`src/rtl/rst_failsafe_sup.sv`:
```
module rst_failsafe_sup #(
  parameter int CLK_HZ      = 9_869_000,
  parameter int STRETCH_MS  = 130,
  parameter int EXT_MIN_CYC = 24,
  parameter int SYNC_HZ     = 200_000
) (
  input  logic clk,
  input  logic supply_ok,
  input  logic ext_rst,
  input  logic wdog_n,
  input  logic iso_req_n,
  output logic rst_n,
  output logic halt_n,
  output logic failsafe,
  output logic tx_inhibit,
  output logic conv_off,
  output logic conv_sync
);
  localparam int STRETCH_CYC = (CLK_HZ / 1000) * STRETCH_MS;
  localparam int PW = $clog2(STRETCH_CYC + 1);
  localparam int EW = $clog2(EXT_MIN_CYC + 1);
  localparam int HALF = (CLK_HZ / SYNC_HZ / 2 < 1) ? 1 : CLK_HZ / SYNC_HZ / 2;
  localparam int SW = (HALF < 2) ? 1 : $clog2(HALF);
  localparam logic [PW-1:0] PMAX = PW'(STRETCH_CYC);
  localparam logic [EW-1:0] EMAX = EW'(EXT_MIN_CYC);
  localparam logic [SW-1:0] SMAX = SW'(HALF - 1);

  logic [PW-1:0] pwr_cnt = '0;
  logic [EW-1:0] ext_cnt = EMAX;
  logic [SW-1:0] sync_cnt = '0;
  logic          run_q = 1'b0;
  logic          fs_q = 1'b0;
  logic          sync_q = 1'b0;

  always_ff @(posedge clk) begin
    if (!supply_ok)          pwr_cnt <= '0;
    else if (pwr_cnt != PMAX) pwr_cnt <= pwr_cnt + 1'b1;
  end

  always_ff @(posedge clk) begin
    if (ext_rst)             ext_cnt <= '0;
    else if (ext_cnt != EMAX) ext_cnt <= ext_cnt + 1'b1;
  end

  always_ff @(posedge clk)
    run_q <= supply_ok && !ext_rst && (pwr_cnt == PMAX) && (ext_cnt == EMAX);

  always_ff @(posedge clk) begin
    if (!supply_ok || ext_rst)  fs_q <= 1'b0;
    else if (run_q && !wdog_n)  fs_q <= 1'b1;
  end

  always_ff @(posedge clk) begin
    if (sync_cnt == SMAX) begin
      sync_cnt <= '0;
      sync_q   <= !sync_q;
    end else begin
      sync_cnt <= sync_cnt + 1'b1;
    end
  end

  assign rst_n      = run_q;
  assign halt_n     = run_q;
  assign failsafe   = fs_q;
  assign tx_inhibit = fs_q;
  assign conv_off   = fs_q | iso_req_n | !run_q;
  assign conv_sync  = sync_q;
endmodule

```
`config.mk`:
```
export PLATFORM = sky130hd
export DESIGN_NAME = rst_failsafe_sup
export DESIGN_NICKNAME = d
export VERILOG_FILES = /design/src/rtl/rst_failsafe_sup.sv
export SDC_FILE = /design/constraint.sdc
export NUM_CORES = 1
export LEC_CHECK = 0
export BUFFER_PORTS_ARGS = -buffer_cell sky130_fd_sc_hd__buf_2
export CORE_UTILIZATION = 34
export CTS_CLUSTER_SIZE = 28
export DETAILED_ROUTE_END_ITERATION = 7
export GPL_ROUTABILITY_DRIVEN = 0
export PLACE_DENSITY_LB_ADDON = 0.15
export SYNTH_ARGS = -nofsm -noshare
export SYNTH_HDL_FRONTEND = slang
export SYNTH_SLANG_ARGS = --single-unit
```
`constraint.sdc`:
```
create_clock -name clk -period 2.7 [get_ports clk]
set_input_delay 0.54 -clock clk [delete_from_list [all_inputs] [get_ports clk]]
set_output_delay 0.54 -clock clk [all_outputs]
set_load 0.01 [all_outputs]
```
# Yosys cells after proc, flatten, opt, wreduce, memory -nomap -nowiden
# Index checks and enable logic that the tools add are counted.
totals:
  ff_bits: 34
  in_bits: 5
  out_inout_bits: 6
  wordCells: 26
op_classes:
  reduce_logical: 10
  eq_ne: 5
  n_addsub: 3
  bitwise: 2
ops:
  columns: ["op", "n"]
  rows:
  - ["$add 21x1->21 const B", 1]
  - ["$eq 21x21->1 const B", 1]
  - ["$ne 21x21->1 const B", 1]
  - ["$add 5x1->5 const B", 2]
  - ["$eq 5x5->1 const B", 2]
  - ["$logic_not 1->1", 5]
  - ["$ne 5x5->1 const B", 1]
  - ["$logic_and 1x1->1", 4]
  - ["$or 1x1->1", 2]
  - ["$logic_or 1x1->1", 1]

# Longest topological paths before layout
depth:
  word_depth: 4
  depth_mapped: 6

# Worst setup path before layout
# Ideal clock, no wire load.
synth_path:
  path_kind: "in2out"
  startpoint: "input iso_req_n"
  endpoint: "output conv_off"
  arrival_ns: 1.005
  cell_stages: 1
  required_ns: 2.160
  slack_ns: 1.155
  cell_sequence: "or3b_2"
synth_between:
  elab_chain_cells: 2
synth_rtl:
  columns: ["item", "line_no", "rtl"]
  rows:
  - ["from (decl)", "11", "input logic iso_req_n,"]
  - ["$or 1x1->1 (2 in series)", "66", "assign conv_off = fs_q | iso_req_n | !run_q;"]
  - ["to (decl)", "16", "output logic conv_off,"]
# No other way between the ends.

# Worst setup path after layout
layout_path:
  startpoint: "register run_q (netlist: halt_n)"
  endpoint: "output conv_off"
layout_between:
  elab_chain_cells: 2
layout_rtl:
  columns: ["item", "line_no", "rtl"]
  rows:
  - ["from (decl)", "31", "logic run_q = 1'b0;"]
  - ["from (signal assigned)", "46", "run_q <= supply_ok && !ext_rst && (pwr_cnt == PMAX) && (ext_cnt == EMAX);"]
  - ["$logic_not 1->1", "66", null]
  - ["$or 1x1->1", "66", null]
# No other way between the ends.

==> results.ini <==
[logic_synthesis]
syn_area_um2 = 1590
yosysMostFrequentCell = dfxtp_1
synthCells = 171
yosysUniqueCellTypes = 40
yosysWarnings = 0
async_reset_ff_share_pct = 0
seq_area_frac_synth_pct = 43.4
synthTopCellsByArea = dfxtp_1, xnor2_1, nor2_1, ha_1, xor2_1
avgSynthCellArea_um2 = 9.30
synth_top_area_share_pct = 41.5
ys_ff_latch = 34
synth_fp_nets = 181
synth_edf_count = 1
synth_area_leader_cell = dfxtp_1
synth_common_cells = dfxtp_1, nor2_1, nand2_1, nand3_1, xnor2_1
synth_ff_type = dfxtp_1

[die]
start_util_pct = 36.0
die_w_um = 70.4
die_y_um = 70.4
die_area_um2 = 4950
fp.coreArea_um2 = 4410
ios = 11
rows = 24

[route]
post_drt_wl_per_cell_um = 12.5
drtAntennaViolNets = 0
routed_via_density = 5.07
routed_wl_um = 2970
firstDrtPassIters = 4
route.vias.total = 1202
first_iter_violations = 43
drcViolationCount = 0

[worst_setup_path]
critPathRequiredTime_ps = 2160
crit_path_end_kind = primary output
worstRegToRegCells = 5
cp.depth = 2
cp-start-kind = flip-flop
slowest_stage = or3b_2
reg2reg_from = pwr_cnt[1]
crit_arrival_ps = 1240
crit_path_cell_trace = or3b_2 -> buf_2
worst-path-buf-inv = 1
path_class = reg -> out
timing.rr.end = pwr_cnt[20]
r2r_setup_slack_ps = 1070
critPathMaxStageDelay_ps = 450
cp_max_fo = 4
crit_family = simple AND/OR/NAND/NOR gates

[layout]
fin_nets = 194
multiInputGateArea_um2 = 842
fillers = 435
final-seq-area_um2 = 691
final_area_um2 = 1820
antenna_cells = 0
final_cells = 237
final_util_pct = 41.2
area_growth_pct = 14.2
drive_above_1_share_pct = 15.1

[timing]
setup_ws_ps = 921
rsz0062_at_grt = false
fin_skew_ps = 6.31
setup_tns_ps = 0
tightest_slew_ps = 526
fin_crit_sh_pct = 65.9
fin_hold_ws_ps = 459
period_needed_ps = 1780
drv_slew = 0
finalSetupViolCount = 0
finalHoldViolCount = 0
max_slew_margin_pct = 64.9
max_freq_mhz = 562

[grt]
antenna_found_initial = 0
grt_pass1_wl_um = 5070
grt_pass1_vias = 1159
grt_overflow = 0
track_usage_pct = 13.3
grt_max_degree = 17

[clocking]
cts_sinks = 34
postCtsSetupBuffers = 0
root_buffer = clkbuf_8
cts_tree = yes
holdBufCountCts = 0
cts_buffers = 5
clock_latency_ps = 290
clk_pin_slew_ps = 70
cts_resized = 0
htree_levels = 2
ctsLongestPathBuffers = 2

[status]
run_status = finished clean

[place]
dpl_worst_slack_ps = 949
io_buffers = 10
place_area_um2 = 1670
dp_cells = 229
dp_hpwl_um = 2210

[min_path]
holdPathStages = 1
min_to = sync_cnt[0]
hold_path_startpoint = sync_cnt[0]
hold_path.class = reg -> reg

[power]
power.leakage_nw = 0.731
totalPowerFinal_mw = 1.13
peakVddDrop_mv = 0.292
p_per_area_nw_per_um2 = 622

[run]
drv.max_cap_violation_count = 0

[report_power, final]
part	switching, mW	total, mW	leakage, nW	internal, mW
clock network	0.181	0.574	0.0714	0.394
registers	0.00860	0.520	0.279	0.511
logic	0.0202	0.0365	0.381	0.0163
[worst reg2reg max path: cells and delay by family, from the launching register on]
family                     cells  cell delay (ps)
and+or+nand+nor                3              770
DFF                            1              390
adders and majority gates      1              240
muxes                          1              140
[cell usage in the layout, fill, tap and decap left out, types with 2 or more instances in the layout]
cell / count
a21o_1: 2
xor2_1: 7
or3_1: 2
ha_1: 5
clkbuf_8: 6
nand3_1: 10
xnor2_1: 9
nand3_2: 3
mux2i_1: 5
nor4_1: 6
nor3_1: 3
nand2_1: 13
or2b_1: 2
a21oi_1: 7
nand4_1: 5
inv_1: 7
o21ai_0: 3
bufinv_16: 2
nor2_1: 20
nand2b_1: 6
o21ai_1: 2
buf_2: 10
dfxtp_1: 33
[worst max-delay path by stage]
stage                          from  endpoint  slack (ps)
final                        halt_n  conv_off         920
after floorplan           iso_req_n  conv_off        1160
after detailed placement  iso_req_n  conv_off         950
after CTS                    halt_n  conv_off         910
after global placement    iso_req_n  conv_off         960
after global routing         halt_n  conv_off         870
[cell families after synthesis]
logic type	count (synthesis)	synth area share (%)
xor gates and xnor gates	16	8.81
buffers and inverters	11	3.62
muxes	5	3.15
AOI/OAI and AO/OA	15	5.19
and+or+nand+nor	85	31.9
DFF	34	43.4
adders and majority gates	5	3.93
[registers in the layout (all words and copies together) (netlist names)]
register / count
conv_sync: 1
failsafe: 1
pwr_cnt: 21
ext_cnt: 5
sync_cnt: 5
halt_n: 1
[final cells by class]
type / count / area share [%]
inverters: 7 / 1.45
well taps: 52 / 3.58
repair buffers: 10 / 2.75
multi-input cells: 126 / 46.3
clock inverters: 2 / 3.31
flip-flops and latches: 34 / 38.0
clock buffers: 6 / 4.55
[routing by layer]
metal | track usage, % | vias up | wire length (µm)
li1 | - | 620 | -
met1 | 15.0 | 568 | 1410
met2 | 21.7 | 9 | 1430
met3 | 5.19 | 5 | 77
met4 | 6.89 | 0 | 54
met5 | 0 | - | 0
Note: power is estimated with default switching activity, not from simulation.
